## src/rtl/fsp_pkg.sv

```systemverilog
package fsp_pkg;
    typedef enum logic [1:0] {RX_IDLE, RX_ADDR, RX_WAIT, RX_DATA} rx_state_e;
    typedef enum logic {TX_IDLE, TX_SHIFT} tx_state_e;
endpackage

```

## src/rtl/fsp_sclk_gen.sv

```systemverilog
module fsp_sclk_gen #(
    parameter int HALF_DIV = 4
) (
    input  logic clk,
    input  logic rst_n,
    output logic sclk_o,
    output logic rise_o,
    output logic fall_o
);
    localparam int CW = (HALF_DIV > 1) ? $clog2(HALF_DIV) : 1;

    typedef struct packed {
        logic [CW-1:0] cnt;
        logic          sclk;
    } gen_t;

    gen_t s_d, s_q;
    logic wrap;

    always_comb begin
        s_d  = s_q;
        wrap = (s_q.cnt == CW'(HALF_DIV - 1));
        if (wrap) begin
            s_d.cnt  = '0;
            s_d.sclk = ~s_q.sclk;
        end else begin
            s_d.cnt = s_q.cnt + 1'b1;
        end
    end

    always_ff @(posedge clk or negedge rst_n) begin
        if (!rst_n) s_q <= '0;
        else        s_q <= s_d;
    end

    // Event strobes are true in the cycle whose closing edge moves sclk.
    assign rise_o = wrap & ~s_q.sclk;
    assign fall_o = wrap &  s_q.sclk;
    assign sclk_o = s_q.sclk;
endmodule

```

## src/rtl/fsp_tx.sv

```systemverilog
module fsp_tx
    import fsp_pkg::*;
#(
    parameter int WORD_W = 16
) (
    input  logic              clk,
    input  logic              rst_n,
    input  logic              rise_i,
    input  logic              cs_i,
    input  logic              pwr_up_i,
    input  logic              adc_valid_i,
    input  logic [WORD_W-1:0] adc_addr_i,
    input  logic [WORD_W-1:0] adc_data_i,
    input  logic              rsm_valid_i,
    input  logic [WORD_W-1:0] rsm_addr_i,
    input  logic [WORD_W-1:0] rsm_data_i,
    output logic              sdo_o,
    output logic              sdofs_o,
    output logic              busy_o,
    output logic              adc_pend_o,
    output logic              src_adc_o
);
    localparam int PAIR_W = 2 * WORD_W;
    localparam int CNT_W  = $clog2(PAIR_W + 1);

    typedef struct packed {
        tx_state_e          st;
        logic [CNT_W-1:0]   cnt;
        logic [PAIR_W-1:0]  sh;
        logic               sdo;
        logic               sdofs;
        logic               adc_pend;
        logic [PAIR_W-1:0]  adc_pair;
        logic               rsm_pend;
        logic [PAIR_W-1:0]  rsm_pair;
        logic               src_adc;
    } tx_t;

    tx_t s_d, s_q;
    logic take_adc, take_rsm;

    always_comb begin
        s_d      = s_q;
        take_adc = 1'b0;
        take_rsm = 1'b0;
        if (!cs_i) begin
            s_d.st    = TX_IDLE;
            s_d.cnt   = '0;
            s_d.sdo   = 1'b0;
            s_d.sdofs = 1'b0;
        end else if (rise_i) begin
            unique case (s_q.st)
                TX_IDLE: begin
                    s_d.sdo   = 1'b0;
                    s_d.sdofs = 1'b0;
                    if (pwr_up_i && (s_q.adc_pend || s_q.rsm_pend)) begin
                        s_d.st    = TX_SHIFT;
                        s_d.cnt   = '0;
                        s_d.sdofs = 1'b1;
                        if (s_q.adc_pend) begin
                            s_d.sh      = s_q.adc_pair;
                            s_d.src_adc = 1'b1;
                            take_adc    = 1'b1;
                        end else begin
                            s_d.sh      = s_q.rsm_pair;
                            s_d.src_adc = 1'b0;
                            take_rsm    = 1'b1;
                        end
                    end
                end
                TX_SHIFT: begin
                    if (s_q.cnt == CNT_W'(PAIR_W)) begin
                        s_d.st    = TX_IDLE;
                        s_d.sdo   = 1'b0;
                        s_d.sdofs = 1'b0;
                    end else begin
                        s_d.sdo   = s_q.sh[PAIR_W-1];
                        s_d.sh    = {s_q.sh[PAIR_W-2:0], 1'b0};
                        s_d.sdofs = (s_q.cnt == CNT_W'(WORD_W - 1));
                        s_d.cnt   = s_q.cnt + 1'b1;
                    end
                end
                default: s_d.st = TX_IDLE;
            endcase
        end
        // Pending slots: a fresh pair wins over the clear of a take.
        if (take_adc) s_d.adc_pend = 1'b0;
        if (take_rsm) s_d.rsm_pend = 1'b0;
        if (adc_valid_i) begin
            s_d.adc_pend = 1'b1;
            s_d.adc_pair = {adc_addr_i, adc_data_i};
        end
        if (rsm_valid_i) begin
            s_d.rsm_pend = 1'b1;
            s_d.rsm_pair = {rsm_addr_i, rsm_data_i};
        end
    end

    always_ff @(posedge clk or negedge rst_n) begin
        if (!rst_n) s_q <= '0;
        else        s_q <= s_d;
    end

    assign sdo_o      = s_q.sdo;
    assign sdofs_o    = s_q.sdofs;
    assign busy_o     = (s_q.st == TX_SHIFT);
    assign adc_pend_o = s_q.adc_pend;
    assign src_adc_o  = s_q.src_adc;
endmodule

```

## src/rtl/fsp_rx.sv

```systemverilog
module fsp_rx
    import fsp_pkg::*;
#(
    parameter int WORD_W = 16
) (
    input  logic              clk,
    input  logic              rst_n,
    input  logic              fall_i,
    input  logic              cs_i,
    input  logic              sdi_i,
    input  logic              sdifs_i,
    output logic              wr_valid_o,
    output logic [WORD_W-1:0] wr_addr_o,
    output logic [WORD_W-1:0] wr_data_o
);
    localparam int CW = $clog2(WORD_W);

    typedef struct packed {
        rx_state_e         st;
        logic [CW-1:0]     cnt;
        logic [WORD_W-1:0] sh;
        logic [WORD_W-1:0] addr;
        logic [WORD_W-1:0] data;
        logic              pend;
        logic              wr;
    } rx_t;

    rx_t s_d, s_q;
    logic              last, sync_now;
    logic [WORD_W-1:0] nsh;

    always_comb begin
        s_d      = s_q;
        s_d.wr   = 1'b0;
        last     = (s_q.cnt == CW'(WORD_W - 1));
        sync_now = sdifs_i | s_q.pend;
        nsh      = {s_q.sh[WORD_W-2:0], sdi_i};
        if (!cs_i) begin
            s_d.st   = RX_IDLE;
            s_d.cnt  = '0;
            s_d.pend = 1'b0;
        end else if (fall_i) begin
            unique case (s_q.st)
                RX_IDLE: if (sdifs_i) begin
                    s_d.st  = RX_ADDR;
                    s_d.cnt = '0;
                end
                RX_WAIT: if (sdifs_i) begin
                    s_d.st  = RX_DATA;
                    s_d.cnt = '0;
                end
                RX_ADDR, RX_DATA: begin
                    s_d.sh = nsh;
                    if (last) begin
                        s_d.cnt  = '0;
                        s_d.pend = 1'b0;
                        if (s_q.st == RX_ADDR) begin
                            s_d.addr = nsh;
                            s_d.st   = sync_now ? RX_DATA : RX_WAIT;
                        end else begin
                            s_d.data = nsh;
                            s_d.wr   = 1'b1;
                            s_d.st   = sync_now ? RX_ADDR : RX_IDLE;
                        end
                    end else begin
                        s_d.cnt = s_q.cnt + 1'b1;
                        if (sdifs_i) s_d.pend = 1'b1;
                    end
                end
                default: s_d.st = RX_IDLE;
            endcase
        end
    end

    always_ff @(posedge clk or negedge rst_n) begin
        if (!rst_n) s_q <= '0;
        else        s_q <= s_d;
    end

    assign wr_valid_o = s_q.wr;
    assign wr_addr_o  = s_q.addr;
    assign wr_data_o  = s_q.data;
endmodule

```

## src/rtl/fsp_serial_port.sv

```systemverilog
module fsp_serial_port #(
    parameter int WORD_W   = 16,
    parameter int HALF_DIV = 4
) (
    input  logic              clk,
    input  logic              rst_n,
    input  logic              cs_i,
    input  logic              pwr_up_i,
    input  logic              adc_valid_i,
    input  logic [WORD_W-1:0] adc_addr_i,
    input  logic [WORD_W-1:0] adc_data_i,
    input  logic              rsm_valid_i,
    input  logic [WORD_W-1:0] rsm_addr_i,
    input  logic [WORD_W-1:0] rsm_data_i,
    input  logic              sdi_i,
    input  logic              sdifs_i,
    output logic              sclk_o,
    output logic              sdo_o,
    output logic              sdofs_o,
    output logic              out_en_o,
    output logic              wr_valid_o,
    output logic [WORD_W-1:0] wr_addr_o,
    output logic [WORD_W-1:0] wr_data_o
);
    logic sclk_rise, sclk_fall;
    logic tx_busy, adc_pend, src_adc;

    fsp_sclk_gen #(.HALF_DIV(HALF_DIV)) u_gen (
        .clk(clk), .rst_n(rst_n),
        .sclk_o(sclk_o), .rise_o(sclk_rise), .fall_o(sclk_fall)
    );

    fsp_tx #(.WORD_W(WORD_W)) u_tx (
        .clk(clk), .rst_n(rst_n), .rise_i(sclk_rise), .cs_i(cs_i),
        .pwr_up_i(pwr_up_i),
        .adc_valid_i(adc_valid_i), .adc_addr_i(adc_addr_i), .adc_data_i(adc_data_i),
        .rsm_valid_i(rsm_valid_i), .rsm_addr_i(rsm_addr_i), .rsm_data_i(rsm_data_i),
        .sdo_o(sdo_o), .sdofs_o(sdofs_o), .busy_o(tx_busy),
        .adc_pend_o(adc_pend), .src_adc_o(src_adc)
    );

    fsp_rx #(.WORD_W(WORD_W)) u_rx (
        .clk(clk), .rst_n(rst_n), .fall_i(sclk_fall), .cs_i(cs_i),
        .sdi_i(sdi_i), .sdifs_i(sdifs_i),
        .wr_valid_o(wr_valid_o), .wr_addr_o(wr_addr_o), .wr_data_o(wr_data_o)
    );

    assign out_en_o = cs_i & rst_n;
endmodule

```

## config.mk

```make
export PLATFORM = sky130hd
export DESIGN_NAME = fsp_serial_port
export DESIGN_NICKNAME = d
export VERILOG_FILES = /design/src/rtl/fsp_pkg.sv /design/src/rtl/fsp_sclk_gen.sv /design/src/rtl/fsp_tx.sv /design/src/rtl/fsp_rx.sv /design/src/rtl/fsp_serial_port.sv
export SDC_FILE = /design/constraint.sdc
export NUM_CORES = 1
export LEC_CHECK = 0
export CAP_MARGIN = 20
export CORE_ASPECT_RATIO = 1.75
export CORE_UTILIZATION = 35
export CTS_CLUSTER_DIAMETER = 100
export CTS_CLUSTER_SIZE = 16
export DETAILED_ROUTE_END_ITERATION = 8
export DONT_BUFFER_PORTS = 1
export HOLD_SLACK_MARGIN = 0.15
export PLACE_DENSITY = 0.54
export RECOVER_POWER = 100
export SETUP_SLACK_MARGIN = 0.02
export SLEW_MARGIN = 20
export SYNTH_ARGS = -nofsm -noshare
export SYNTH_HDL_FRONTEND = slang
export SYNTH_SLANG_ARGS = --single-unit
export TNS_END_PERCENT = 20
```

## constraint.sdc

```tcl
create_clock -name clk -period 4.7 [get_ports clk]
set_clock_uncertainty 0.2 [all_clocks]
set_input_delay 0.235 -clock clk [delete_from_list [all_inputs] [get_ports clk]]
set_output_delay 0.235 -clock clk [all_outputs]
set_load 0.05 [all_outputs]
```

==> impl_metrics.py <==
metrics = {
    "sta": {
        "fin_crit_ns": 3.477,
        "fin_tns_setup_ns": 0,
        "fmax_mhz": 287.6,
        "min_period_over_period_pct": 73.99,
        "slew_viol_final": 221,
        "rsz0062_at_grt": "no",
        "tightest_slew_ns": 2.255,
        "setup_viol": 0,
        "hold_violations": 0,
        "relSlewSlack_pct": -50.35,
    },
    "clock_network": {
        "cts.htree.levels": 4,
        "cts_root_buffer": "clkbuf_16",
        "cts.sinks": 165,
        "cts_resized": 0,
        "cts_tree": "built",
        "clk_latency_ns": 0.43,
        "post-cts-setup-buffer-count": 0,
        "clock_path_buffers": 2,
        "clkSlewWorstSetupHoldPaths_ns": 0.06,
        "numCtsBuffers": 17,
    },
    "die": {
        "die_h_um": 193.9,
        "num_rows": 69,
        "ios": 109,
        "die_area_sq_um": 21660,
        "coreArea_sq_um": 20460,
        "dieWidth_um": 111.7,
        "start_util_pct": 36.01,
    },
    "critical_path": {
        "cp.arrival_ns": 3.59,
        "critPathKind": "flip-flop to flip-flop",
        "critPathCaptureType": "flip-flop",
        "start_kind": "flip-flop",
        "cp_max_fo": 19,
        "required_ns": 4.81,
    },
    "placement": {
        "place.gp.congestion": 0.7181,
        "placedInstanceArea_sq_um": 7312,
        "portBuffers": 0,
        "hpwl_mm": 9.003,
    },
    "routing": {
        "routed_wl_mm": 15.57,
        "vias_per_cell": 5.125,
        "drc": 12,
        "detail_route.first_pass.iterations": 7,
        "wl_per_cell_um": 16.76,
        "ant_nets": 0,
        "first_iter_violations": 247,
        "via_count": 4761,
    },
    "synth": {
        "synthCells": 572,
        "synth.avg_cell_area_sq_um": 12.88,
        "synth_nets": 653,
        "synth_edf_count": 0,
        "synth-main-ff-cell": "dfrtp_1",
        "async_reset_ff_share_pct": 100.0,
        "synth_area_sq_um": 7367,
        "yosys_warnings": 0,
        "yosysSeqAreaShare_pct": 56.05,
        "ys_types": 50,
        "ys_ff_latch": 165,
    },
    "global_routing": {
        "track_usage_pct": 15.45,
        "antenna_found_initial": 0,
        "grt_pass1_wl_mm": 26.32,
        "grt_max_degree": 166,
        "grt_pass1_vias": 5222,
        "overflow": 0,
    },
    "layout": {
        "drive_gt1_share_pct": 26.43,
        "fillers": 1857,
        "multiInputGateArea_sq_um": 2793,
        "synthToLayoutAreaGrowth_pct": 25.54,
        "n_antenna_cell": 0,
        "finalInstanceArea_sq_um": 9249,
        "seq_area_sq_um": 4129,
        "fin_nets": 750,
    },
    "run": {
        "drv_cap": 3,
    },
    "power_and_ir_drop": {
        "power_density_nw_per_um2": 349.2,
        "p_leak_uw": 0.004040,
        "vdd_drop_max_mv": 0.2686,
    },
    "outcome": {
        "status": "finished, violations left",
        "violations": "DRC, capacitance limit, slew limit",
    },
    "worst_hold_path": {
        "hold_class": "flip-flop to flip-flop",
    },
}
Yosys cell counts (2+ instances only):
cell | instances | area [sq um]
a211oi_1 | 2 | 15.01
a21oi_1 | 5 | 25.02
a22o_1 | 2 | 17.52
a22oi_1 | 31 | 232.7
a31oi_1 | 2 | 12.51
and2_1 | 3 | 18.77
buf_1 | 3 | 11.26
buf_2 | 2 | 10.01
buf_4 | 33 | 247.7
buf_6 | 3 | 33.78
clkbuf_1 | 22 | 82.58
dfrtp_1 | 165 | 4129
ha_1 | 9 | 112.6
inv_1 | 7 | 26.28
mux2_1 | 5 | 56.30
mux2_2 | 138 | 1554
nand2_1 | 42 | 157.7
nand2b_1 | 4 | 25.02
nand3_1 | 8 | 40.04
nor2_1 | 8 | 30.03
nor3_1 | 3 | 15.01
nor4_1 | 2 | 12.51
o21a_1 | 3 | 22.52
o21ai_0 | 39 | 195.2
o22ai_1 | 2 | 12.51
o31ai_1 | 3 | 22.52
o32ai_1 | 2 | 17.52
xor2_1 | 2 | 17.52
timing repair:
action	in CTS	in global routing
hold endpoints to repair	266	0
hold buffers	139	0
setup endpoints to repair	0	0
worst max-delay path: stages, from the launching register on:
cell       delay, ns
dfrtp_1         0.74
o2111ai_1       0.98
nor3_4          1.02
mux2_2          0.41
layer usage:
layer	global-route usage, %	up-vias	share of wire [%]
met5	0	-	0
met4	7.007	0	2.0
met3	4.314	24	4.3
met2	27.61	109	54
met1	16.74	2418	40
li1	-	2210	-
layout make-up:
type / count / area share [%]
multi-input combinational: 336 / 30.19
clock inverter: 12 / 1.299
clock buffer: 19 / 4.789
timing repair buffer: 142 / 15.44
tap: 248 / 3.355
inverter: 7 / 0.2841
sequential: 165 / 44.64
metrics by stage:
step                      hold slack (ns)  util [%]  power (uW)  std cells  setup WS, ns
after floorplan                   -0.2606         -        1718        572         2.400
after CTS                          0.2404     45.47        3274        929         1.833
final                              0.2462     45.20        3230        929         1.223
after detailed placement          -0.2570     35.74        1743        759         1.829
after global placement            -0.2576     35.73        1731        759         1.904
after global routing               0.2732     45.20        3367        929        0.9983
final timing paths:
path	start	endpoint	slack (ns)	cells after the start
worst min-delay path	u_gen.s_q[1]$_DFF_PN0_	u_gen.s_q[1]$_DFF_PN0_	0.25	1
worst min register to register	u_gen.s_q[1]$_DFF_PN0_	u_gen.s_q[1]$_DFF_PN0_	0.25	1
worst max-delay path	u_gen.sclk_o$_DFFE_PN0N_	u_rx.wr_data_o[4]$_DFFE_PN0P_	1.22	3
max in group asynchronous	rst_n	u_tx.s_q[73]$_DFFE_PN0P_	2.06	2
worst max register to register	u_gen.sclk_o$_DFFE_PN0N_	u_rx.wr_data_o[4]$_DFFE_PN0P_	1.22	3
min in group asynchronous	rst_n	u_rx.wr_data_o[13]$_DFFE_PN0P_	0.84	2
sequential cells by signal, indices dropped and copies added, names as in the netlist, 2 cells and up:
signal and cells:
u_tx.s_q 103, u_rx.wr_addr_o 16, u_rx.wr_data_o 16, u_rx.nsh 15
u_rx.s_q 7, u_gen.s_q 2
logic make-up (layout without fill, tap and decap cells):
kind of cell    Yosys count  in the layout  share of synthesized area, %
compound gates           99             99                         9.120
xor+xnor                  3              3                        0.3567
fa+ha+maj                 9              9                         1.529
buf+inv                  71            180                         5.656
flops                   165            165                         56.05
mux                     143            143                         21.86
simple gates             82             82                         5.435
power by group:
part | internal (uW) | switching (uW)
combinational | 206 | 121
clock | 748 | 588
sequential | 1510 | 54.0
cells in the final DEF, fill, tap and decap left out, drive strengths merged, types with 3 or more instances in the layout:
cell type,count
a21oi,5
nor3,5
clkbuf,21
nand3,8
dlygate4sd3,136
inv,11
mux2,143
o31ai,3
clkinvlp,5
a22oi,31
nand2b,4
and2,4
dfrtp,165
o21ai,39
nor2,8
ha,9
o21a,3
buf,4
nand2,42
(Power assumes the default switching activity.)
